[src/rtl/uart_rx_pkg.sv]
package uart_rx_pkg;
  localparam int unsigned WORD_W = 9;

  typedef enum logic [1:0] {
    ST_IDLE,
    ST_START,
    ST_DATA,
    ST_STOP
  } rx_state_e;

  // bits carried after the start bit, before the stop bit
  function automatic logic [3:0] frame_bits(input logic [1:0] fmt, input logic par_en);
    case (fmt)
      2'd0:    frame_bits = 4'd7 + {3'd0, par_en};
      2'd1:    frame_bits = 4'd8 + {3'd0, par_en};
      default: frame_bits = 4'd9;
    endcase
  endfunction

  // 1 when the held word's parity bit disagrees with its data
  function automatic logic parity_bad(input logic [WORD_W-1:0] w, input logic [1:0] fmt,
                                      input logic par_en, input logic odd);
    logic exp;
    parity_bad = 1'b0;
    if (par_en && fmt == 2'd0) begin
      exp = (^w[6:0]) ^ odd;
      parity_bad = exp != w[7];
    end else if (par_en && fmt == 2'd1) begin
      exp = (^w[7:0]) ^ odd;
      parity_bad = exp != w[8];
    end
  endfunction
endpackage

[src/rtl/uart_rx_sync.sv]
module uart_rx_sync #(
  parameter int unsigned STAGES = 2
) (
  input  logic clk_i,
  input  logic rst_ni,
  input  logic d_i,
  output logic q_o
);
  logic [STAGES-1:0] ff_q;

  always_ff @(posedge clk_i or negedge rst_ni) begin
    if (!rst_ni) ff_q <= '1;
    else         ff_q <= {ff_q[STAGES-2:0], d_i};
  end

  assign q_o = ff_q[STAGES-1];
endmodule

[src/rtl/uart_rx_frame.sv]
module uart_rx_frame
  import uart_rx_pkg::*;
#(
  parameter int unsigned OVS = 16
) (
  input  logic              clk_i,
  input  logic              rst_ni,
  input  logic              tick_i,
  input  logic              rx_i,
  input  logic [3:0]        nbits_i,
  output logic              xfer_o,
  output logic [WORD_W-1:0] word_o,
  output logic              stop_o,
  output logic              frm_bad_o
);
  localparam int unsigned CW = $clog2(OVS);
  localparam logic [CW-1:0] C_HALF = CW'(OVS / 2 - 1);
  localparam logic [CW-1:0] C_LAST = CW'(OVS - 1);
  localparam logic [CW-1:0] C_S0   = CW'(OVS - 3);
  localparam logic [CW-1:0] C_S1   = CW'(OVS - 2);

  rx_state_e         state_q;
  logic [CW-1:0]     cnt_q;
  logic [3:0]        bidx_q;
  logic [WORD_W-1:0] sh_q, sh_nxt;
  logic              smp0_q, smp1_q;
  logic              at_mid, last_bit, full;

  assign at_mid   = tick_i && cnt_q == C_LAST;
  assign last_bit = (bidx_q + 4'd1) == nbits_i;
  assign full     = nbits_i == 4'(WORD_W);

  always_comb begin
    sh_nxt = sh_q;
    for (int i = 0; i < WORD_W; i++)
      if (4'(i) == bidx_q) sh_nxt[i] = rx_i;
  end

  // majority of three stop samples; the third is the mid-bit one
  assign frm_bad_o = !((smp0_q & smp1_q) | (smp0_q & rx_i) | (smp1_q & rx_i));
  assign stop_o    = state_q == ST_STOP && at_mid;
  assign xfer_o    = (state_q == ST_DATA && at_mid && last_bit && full) ||
                     (stop_o && !full);
  assign word_o    = (state_q == ST_DATA) ? sh_nxt : sh_q;

  always_ff @(posedge clk_i or negedge rst_ni) begin
    if (!rst_ni) begin
      state_q <= ST_IDLE;
      cnt_q   <= '0;
      bidx_q  <= '0;
      sh_q    <= '0;
      smp0_q  <= 1'b1;
      smp1_q  <= 1'b1;
    end else if (tick_i) begin
      unique case (state_q)
        ST_IDLE: if (!rx_i) begin
          state_q <= ST_START;
          cnt_q   <= '0;
          bidx_q  <= '0;
          sh_q    <= '0;
        end
        ST_START: begin
          if (cnt_q == C_HALF) begin
            state_q <= rx_i ? ST_IDLE : ST_DATA;
            cnt_q   <= '0;
          end else cnt_q <= cnt_q + 1'b1;
        end
        ST_DATA: begin
          if (cnt_q == C_LAST) begin
            cnt_q  <= '0;
            sh_q   <= sh_nxt;
            bidx_q <= bidx_q + 4'd1;
            if (last_bit) state_q <= ST_STOP;
          end else cnt_q <= cnt_q + 1'b1;
        end
        ST_STOP: begin
          if (cnt_q == C_S0) smp0_q <= rx_i;
          if (cnt_q == C_S1) smp1_q <= rx_i;
          if (cnt_q == C_LAST) begin
            state_q <= ST_IDLE;
            cnt_q   <= '0;
          end else cnt_q <= cnt_q + 1'b1;
        end
        default: state_q <= ST_IDLE;
      endcase
    end
  end
endmodule

[src/rtl/uart_rx_hold.sv]
module uart_rx_hold
  import uart_rx_pkg::*;
(
  input  logic              clk_i,
  input  logic              rst_ni,
  input  logic              xfer_i,
  input  logic [WORD_W-1:0] word_i,
  input  logic              stop_i,
  input  logic              frm_bad_i,
  input  logic [1:0]        fmt_i,
  input  logic              par_en_i,
  input  logic              par_odd_i,
  input  logic              rd_i,
  input  logic              clr_err_i,
  output logic [WORD_W-1:0] data_o,
  output logic              valid_o,
  output logic              ovr_err_o,
  output logic              par_err_o,
  output logic              frm_err_o,
  output logic              irq_o
);
  logic overrun, load;

  assign overrun = xfer_i && valid_o && !rd_i;
  assign load    = xfer_i && !overrun;

  always_ff @(posedge clk_i or negedge rst_ni) begin
    if (!rst_ni) begin
      data_o    <= '0;
      valid_o   <= 1'b0;
      ovr_err_o <= 1'b0;
      par_err_o <= 1'b0;
      frm_err_o <= 1'b0;
      irq_o     <= 1'b0;
    end else begin
      irq_o <= xfer_i;
      if (load) begin
        data_o  <= word_i;
        valid_o <= 1'b1;
      end else if (rd_i) valid_o <= 1'b0;
      // set has priority over clear
      ovr_err_o <= overrun | (ovr_err_o & !clr_err_i);
      par_err_o <= (load && parity_bad(word_i, fmt_i, par_en_i, par_odd_i)) |
                   (par_err_o & !clr_err_i);
      frm_err_o <= (stop_i && frm_bad_i) | (frm_err_o & !clr_err_i);
    end
  end
endmodule

[src/rtl/uart_rx_dualbuf.sv]
module uart_rx_dualbuf
  import uart_rx_pkg::*;
#(
  parameter int unsigned OVS         = 16,
  parameter int unsigned SYNC_STAGES = 2
) (
  input  logic              clk_i,
  input  logic              rst_ni,
  input  logic              rxd_i,
  input  logic              tick_i,
  input  logic [1:0]        fmt_i,
  input  logic              par_en_i,
  input  logic              par_odd_i,
  input  logic              rd_i,
  input  logic              clr_err_i,
  output logic [WORD_W-1:0] data_o,
  output logic              valid_o,
  output logic              ovr_err_o,
  output logic              par_err_o,
  output logic              frm_err_o,
  output logic              irq_o
);
  logic              rx_s;
  logic              xfer, stop, frm_bad;
  logic [WORD_W-1:0] word;
  logic [3:0]        nbits;

  assign nbits = frame_bits(fmt_i, par_en_i);

  uart_rx_sync #(.STAGES(SYNC_STAGES)) u_sync (
    .clk_i (clk_i),
    .rst_ni(rst_ni),
    .d_i   (rxd_i),
    .q_o   (rx_s)
  );

  uart_rx_frame #(.OVS(OVS)) u_frame (
    .clk_i    (clk_i),
    .rst_ni   (rst_ni),
    .tick_i   (tick_i),
    .rx_i     (rx_s),
    .nbits_i  (nbits),
    .xfer_o   (xfer),
    .word_o   (word),
    .stop_o   (stop),
    .frm_bad_o(frm_bad)
  );

  uart_rx_hold u_hold (
    .clk_i    (clk_i),
    .rst_ni   (rst_ni),
    .xfer_i   (xfer),
    .word_i   (word),
    .stop_i   (stop),
    .frm_bad_i(frm_bad),
    .fmt_i    (fmt_i),
    .par_en_i (par_en_i),
    .par_odd_i(par_odd_i),
    .rd_i     (rd_i),
    .clr_err_i(clr_err_i),
    .data_o   (data_o),
    .valid_o  (valid_o),
    .ovr_err_o(ovr_err_o),
    .par_err_o(par_err_o),
    .frm_err_o(frm_err_o),
    .irq_o    (irq_o)
  );
endmodule

[config.mk]
export PLATFORM = sky130hd
export DESIGN_NAME = uart_rx_dualbuf
export DESIGN_NICKNAME = d
export VERILOG_FILES = /design/src/rtl/uart_rx_pkg.sv /design/src/rtl/uart_rx_sync.sv /design/src/rtl/uart_rx_frame.sv /design/src/rtl/uart_rx_hold.sv /design/src/rtl/uart_rx_dualbuf.sv
export SDC_FILE = /design/constraint.sdc
export NUM_CORES = 1
export LEC_CHECK = 0
export BUFFER_PORTS_ARGS = -buffer_cell sky130_fd_sc_hd__buf_2
export CORE_ASPECT_RATIO = 1.5
export CORE_MARGIN = 2
export CORE_UTILIZATION = 58
export CTS_CLUSTER_SIZE = 10
export DETAILED_ROUTE_END_ITERATION = 12
export GPL_TIMING_DRIVEN = 0
export HOLD_SLACK_MARGIN = 0.08
export PLACE_DENSITY = 0.88
export SETUP_SLACK_MARGIN = 0.5
export SYNTH_ARGS = -nofsm -noshare
export SYNTH_HDL_FRONTEND = slang
export SYNTH_SLANG_ARGS = --single-unit
[constraint.sdc]
create_clock -name clk_i -period 2.75 [get_ports clk_i]
set_input_delay 0.275 -clock clk_i [delete_from_list [all_inputs] [get_ports clk_i]]
set_output_delay 0.275 -clock clk_i [all_outputs]
set_load 0.005 [all_outputs]
==> metrics.cfg, run 1 <==
[outcome]
status=completed

[drt]
wl_per_cell_um=17.8
wl_mm=6.28
drc_errors=0
vias=2162
ant_nets=0
viasPerCell=6.12
firstDrtPassIters=5
drt_iter0_drc=112

[synth]
synth_common_cells=nand2_1, dfrtp_1, a21oi_1
synth_compound_area_share_pct=17.4
synth_edf_count=0
ys.flop_type=dfrtp_1
yosys.area_share.simple_pct=20.1
synthesis.instances=258
synth_top_family_by_area=simple AND/OR/NAND/NOR gates
synth_most_common_cell=nand2_1
syn-cell-area_um2=2260
synth-xor-area-share_pct=6.80
yosysTopAreaCellShare_pct=36.5
synth_area_per_cell_um2=8.77
yosys.area.top_type=dfrtp_1
synthTopCellsByArea=dfrtp_1, nand2_1, a21oi_1
ys_warn_count=0
yosysUniqueCellTypes=43
synth.area.mux_share_pct=5.09
synth-adder-area-share_pct=4.31
postSynth.asyncResetShare_pct=100
synth_fp_nets=275
ys_seq_area_share_pct=41.2
ys_ff_latch=37

[worst_setup_path]
reg2reg_depth=11
end_kind=flop
path_max_fanout=6
r2r-end=u_hold.data_o[1]
cp.required_ns=2.97
startpoint_type=flop
reg2reg_from=u_frame.bidx_q[0]
criticalPathCategory=flop to flop
crit_arrival_ns=2.51
r2r_slack_ns=0.46

[global_route]
grtUsageTotal_pct=28.2
antenna_found_initial=0
grt_first_pass_wirelength_mm=8.88
grt_max_degree=38
grt_pass1_vias=1951
grt-ovfl-total=0

[power]
peakVddDrop_uv=432
p_sw_share_pct=34.4
p_clk_share_pct=24.2
p_per_area_nw_per_um2=559
p_int_uw=1090
power.switching_uw=573
seqPwrFrac_pct=43.9
power_leakage_uw=0.00142
p_comb_share_pct=31.9

[clock_network]
ctsHtreeMaxLevel=2
cts_tree=built
cts_root_buf=clkbuf_8
cts_made_buffers=5
clkSinkCount=37
clock_latency_ns=0.30
cts.clk_slew.worst_paths_ns=0.08
cts.path.max_buffers=2

[sta]
setup_tns_ns=0
timing.final.hold_violations=0
max_freq_mhz=437
rsz0062_at_grt=true
worst_slew_pin_slew_ns=0.831
timing.hold.ws_ns=0.0638
fin_crit_sh_pct=83.3
setup_viol=0
report.final.slew_viol_count=0
slew-limit-headroom_pct=44.6
fin_crit_ns=2.29
skew_ns=0.00572

[flow_run]
drv_cap=0

[min_path]
min_path_type=input port to asynchronous set/reset pin

[floorplanning]
dieArea_um2=4430
die_w_um=55.0
start_util_pct=60.9
rows=27
pin_count=24
die_h_um=80.5
core_um2=3720

[final_layout]
fillers=230
antenna_cells=0
layout-drive-gt1-share_pct=35.2
fin_nets=326
syn_to_final_growth_pct=31.6

[placed_design]
io_buffers=23
dp_hpwl_mm=3.63
gp_congestion=0.890

[through the flow]
step | total power (µW) | worst slack [ns] | std cells | cell area [µm²] | util (%)
after global routing | 1750 | 0.350 | 353 | 2980 | 80.1
after detailed placement | 1130 | 0.108 | 324 | 2440 | 65.7
final | 1660 | 0.460 | 353 | 2980 | 80.1
after global placement | 1110 | 0.187 | 324 | 2440 | 65.7
after floorplan | 1000 | 0.516 | 258 | 2270 | -
after CTS | 1540 | 0.485 | 339 | 2660 | 71.5
[how the worst max path moves through the flow]
stage	cells past startpoint	endpoint	startpoint
2_1_floorplan	8	u_hold.par_err_o	u_sync.ff_q[1]
3_3_place_gp	8	u_hold.par_err_o	u_sync.ff_q[1]
3_5_place_dp	8	u_hold.par_err_o	u_sync.ff_q[1]
4_1_cts	8	u_hold.par_err_o	u_frame.state_q[0]
5_1_grt	8	u_hold.par_err_o	u_frame.bidx_q[2]
6_report	11	u_hold.data_o[1]	u_frame.bidx_q[0]
[flip-flops by register name, indices dropped and copies added (netlist names), named ones only]
register	cells
u_hold.ovr_err_o	1
u_frame.cnt_q	4
u_hold.valid_o	1
u_frame.smp1_q	1
u_hold.data_o	9
u_frame.state_q	1
u_frame.smp0_q	1
u_hold.frm_err_o	1
u_hold.par_err_o	1
u_frame.bidx_q	4
u_hold.irq_o	1
u_sync.ff_q	2
u_frame.sh_q	9
[power groups by stage]
| stage | Combinational, µW | Clock [µW] | Sequential, µW |
|---|---|---|---|
| floorplan | 290 | 0 | 712 |
| global placement | 390 | 0 | 721 |
| detailed placement | 406 | 0 | 724 |
| CTS | 422 | 401 | 713 |
| global route | 578 | 428 | 741 |
| finish | 531 | 402 | 731 |
[layout make-up]
| type | instances | area, µm² | area share (%) |
|---|---|---|---|
| Multi-Input combinational cell | 194 | 1400 | 46.9 |
| Sequential cell | 37 | 933 | 31.3 |
| Timing Repair Buffer | 44 | 320 | 10.8 |
| Buffer | 17 | 136 | 4.58 |
| Clock buffer | 5 | 68.8 | 2.31 |
| Tap cell | 43 | 53.8 | 1.81 |
| Inverter | 10 | 42.5 | 1.43 |
| Clock inverter | 3 | 25.0 | 0.840 |
[cell usage in the layout, fill, tap and decap left out, types with 9 or more instances in the layout]
| cell type | instances |
|---|---|
| nand3_1 | 9 |
| nor2_1 | 10 |
| xor2_1 | 10 |
| buf_4 | 16 |
| nand2_1 | 42 |
| a21oi_1 | 19 |
| dfrtp_1 | 31 |
| inv_1 | 9 |
| o21ai_0 | 18 |
| buf_2 | 24 |
[kinds of logic after synthesis]
group,count (synthesis)
AND/OR/NAND/NOR,95
XOR/XNOR,16
flip-flops,37
AO/OA/AOI/OAI,64
adder cells (fa/ha/maj),8
buffers and inverters,27
multiplexers,11
[layer usage]
metal / global-route usage, % / wire (µm) / vias to the layer above
met5: 0 / 0 / -
met4: 14.6 / 182 / 0
met3: 7.06 / 324 / 18
met2: 47.3 / 3390 / 95
met1: 31.5 / 2380 / 1053
li1: - / - / 996
[timing repair]
item | 4_1_cts | 5_1_grt
hold buffers | 1 | 0
pin swaps | 5 | 11
buffers inserted | 6 | 13
endpoints found under the setup margin | 10 | 15
resized for setup | 18 | 55
gates cloned | 0 | 1
endpoints found under the hold margin | 1 | 0
[critical path, cell delays in order (launching register included)]
cell     delay, ns
dfrtp_1       0.42
buf_6         0.14
ha_4          0.17
xor2_2        0.18
or3_4         0.35
mux2i_2       0.18
a22oi_2       0.11
nor2b_1       0.16
buf_4         0.21
buf_8         0.13
nor2_1        0.04
a21oi_1       0.12
Power figures use the tool's default switching activity.
==> run 2: changes to the inputs <==
ABC_AREA = 1   (was default)
CORE_UTILIZATION = 53   (was 58)
PLACE_DENSITY = 0.85   (was 0.88)
clock period = 1.9 ns   (was 2.75 ns; I/O delays follow)
==> metrics.cfg, run 2 <==
[sta]
worst_slew_pin_slew_ns=0.862  ; +0.0316 ns
worst_slack_ns=-0.220  ; -0.680 ns
setup_viol=13  ; +13
timing.final.hold_violations=0  ; unchanged
fin_crit_ns=2.12  ; -0.170 ns
fin_crit_sh_pct=112  ; +28 points
skew_ns=0.00517  ; -0.000546 ns
rsz0062_at_grt=true
report.final.slew_viol_count=0  ; unchanged
slew-limit-headroom_pct=42.5  ; -2.1 points
setup_tns_ns=-2.06  ; -2.06 ns
max_freq_mhz=472  ; +8.0%

[synth]
yosysUniqueCellTypes=35  ; -19%
postSynth.asyncResetShare_pct=100  ; unchanged
synth_common_cells=nand2_1, inv_1, dfrtp_1
synth_fp_nets=342  ; +24%
ys_ff_latch=37  ; unchanged
synth_most_common_cell=nand2_1
yosys.area.top_type=dfrtp_1
synthTopCellsByArea=dfrtp_1, nand2_1, nand3_1
yosysTopAreaCellShare_pct=34.8  ; -1.7 points
synth_edf_count=0  ; unchanged
synth_area_per_cell_um2=7.30  ; -17%
ys_seq_area_share_pct=39.3  ; -1.9 points
ys.flop_type=dfrtp_1
syn-cell-area_um2=2370  ; +4.8%
synthesis.instances=325  ; +26%
ys_warn_count=0  ; unchanged

[power]
power.total_uw=2710  ; +63%
peakVddDrop_uv=865  ; +100%
power_leakage_uw=0.00161  ; +13%
p_per_area_nw_per_um2=802  ; +44%

[floorplanning]
rows=29  ; +7.4%
pin_count=24  ; unchanged
dieArea_um2=5040  ; +14%
start_util_pct=55.4  ; -5.5 points
die_w_um=58.6  ; +6.6%
die_h_um=85.9  ; +6.7%
core_um2=4280  ; +15%

[drt]
ant_nets=0  ; unchanged
drc_errors=1  ; +1
wl_mm=7.60  ; +21%
drt_iter0_drc=169  ; +51%
firstDrtPassIters=10  ; +5
vias=2655  ; +23%
viasPerCell=6.08  ; -0.80%
wl_per_cell_um=17.4  ; -2.2%

[outcome]
status=complete, but fails checks
violations=DRC, setup timing

[global_route]
grt_max_degree=38  ; unchanged
antenna_found_initial=0  ; unchanged
grt_first_pass_wirelength_mm=10.2  ; +15%
grtUsageTotal_pct=25.8  ; -2.4 points
grt_pass1_vias=2407  ; +23%
grt-ovfl-total=0  ; unchanged

[final_layout]
fillers=238  ; +3.5%
antenna_cells=0  ; unchanged
final_cell_mix=nand2_1, dfrtp_1, inv_1, nand2_2
syn_to_final_growth_pct=42.7
top_regs=u_frame.sh_q: 9 flops, u_hold.data_o: 9 flops
layout-drive-gt1-share_pct=46.5  ; +11 points
fin_nets=407  ; +25%
final_common_cell=nand2_1

[worst_setup_path]
startpoint_type=flop
path_max_fanout=6  ; unchanged
reg2reg_from=u_frame.bidx_q[0]
r2r-end=u_hold.data_o[4]
r2r_slack_ns=-0.22  ; -0.68 ns
crit_arrival_ns=2.34  ; -0.17 ns
criticalPathCategory=flop to flop
cp.required_ns=2.12  ; -0.85 ns
reg2reg_depth=9  ; -2
end_kind=flop

[min_path]
min_path_type=input port to flop
min_from=clr_err_i
worstHoldEndpoint=u_hold.par_err_o
hold_path_depth=4

[clock_network]
clkSinkCount=37  ; unchanged
cts_tree=built
clock_latency_ns=0.29  ; about the same
cts.path.max_buffers=2  ; unchanged
cts_made_buffers=5  ; unchanged
cts_root_buf=clkbuf_8
ctsHtreeMaxLevel=2  ; unchanged
cts.clk_slew.worst_paths_ns=0.08  ; about the same

[placed_design]
io_buffers=23  ; unchanged
dp_hpwl_mm=3.90  ; +7.4%
gp_congestion=0.867  ; -2.5%

[flow_run]
drv_cap=0  ; unchanged

run 2: worst max path at each step:
| stage | start | cells after the start | end | slack (ns) |
|---|---|---|---|---|
| 2_1_floorplan | u_frame.bidx_q[0] | 10 | u_hold.data_o[1] | 0.09 |
| 3_3_place_gp | u_sync.ff_q[1] | 16 | u_hold.par_err_o | -0.11 |
| 3_5_place_dp | u_frame.bidx_q[0] | 10 | u_hold.data_o[1] | -0.17 |
| 4_1_cts | u_frame.bidx_q[0] | 10 | u_hold.data_o[1] | -0.06 |
| 5_1_grt | u_frame.bidx_q[0] | 17 | u_hold.par_err_o | -0.33 |
| 6_report | u_frame.bidx_q[0] | 9 | u_hold.data_o[4] | -0.22 |
run 2: logic make-up (layout without fill, tap and decap cells):
logic type               count (synthesis)  count (layout)  share of synthesized area [%]
adder cells (fa/ha/maj)                  7               7                           3.69
XOR/XNOR                                 3               3                           1.11
AND/OR/NAND/NOR                        182             184                           33.8
AO/OA/AOI/OAI                           47              47                           13.1
flip-flops                              37              37                           39.3
buffers and inverters                   49             113                           9.02
run 2: through the flow:
step,hold slack [ns],worst slack (ns),area [µm²],cells,util (%)
global placement,0.295,-0.106,2610,394,61.0
finish,0.173,-0.220,3380,437,79.0
floorplan,-0.106,0.0884,2440,325,-
detailed placement,0.299,-0.174,2610,394,61.0
CTS,0.176,-0.0608,3110,425,72.6
global route,0.226,-0.328,3380,437,79.0
run 2: worst max-delay path, stage by stage (launching register included):
cell and delay (ns):
dfrtp_2 0.49, ha_4 0.24, xnor2_4 0.20, nand3_2 0.12, a21oi_2 0.18, o22ai_2 0.13
o21ai_4 0.21, nand2_4 0.14, clkbuf_16 0.19, o21ai_2 0.13
run 2: area by class of cell:
| cell class | instances | area (µm²) | area share [%] |
|---|---|---|---|
| multi-input cells | 241 | 1620 | 47.7 |
| plain buffers | 6 | 83.8 | 2.48 |
| repair buffers | 56 | 432 | 12.8 |
| well taps | 46 | 57.6 | 1.70 |
| flip-flops and latches | 37 | 937 | 27.7 |
| inverters | 43 | 176 | 5.21 |
| clock inverters | 2 | 10.0 | 0.296 |
| clock buffers | 6 | 72.6 | 2.14 |
run 2: layer usage:
layer,global-route usage (%),wire [µm],vias to the layer above
li1,-,-,1179
met3,4.22,467,51
met1,27.9,2690,1257
met5,0,0,-
met2,47.3,3980,168
met4,12.0,467,0
run 2: timing repair:
action | in CTS | in global routing
cloned | 2 | 2
pin swaps | 14 | 12
hold buffers | 2 | 0
gates resized for setup | 71 | 44
endpoints found under the setup margin | 30 | 29
endpoints found under the hold margin | 34 | 0
buffers inserted | 19 | 10
run 2: where the power goes:
| group | leakage, µW | internal [µW] | total [µW] | switching (µW) |
|---|---|---|---|---|
| clock network | 0.0000450 | 255 | 544 | 289 |
| registers | 0.000488 | 857 | 958 | 102 |
| logic | 0.00108 | 475 | 1210 | 737 |
| total | 0.00161 | 1590 | 2710 | 1130 |
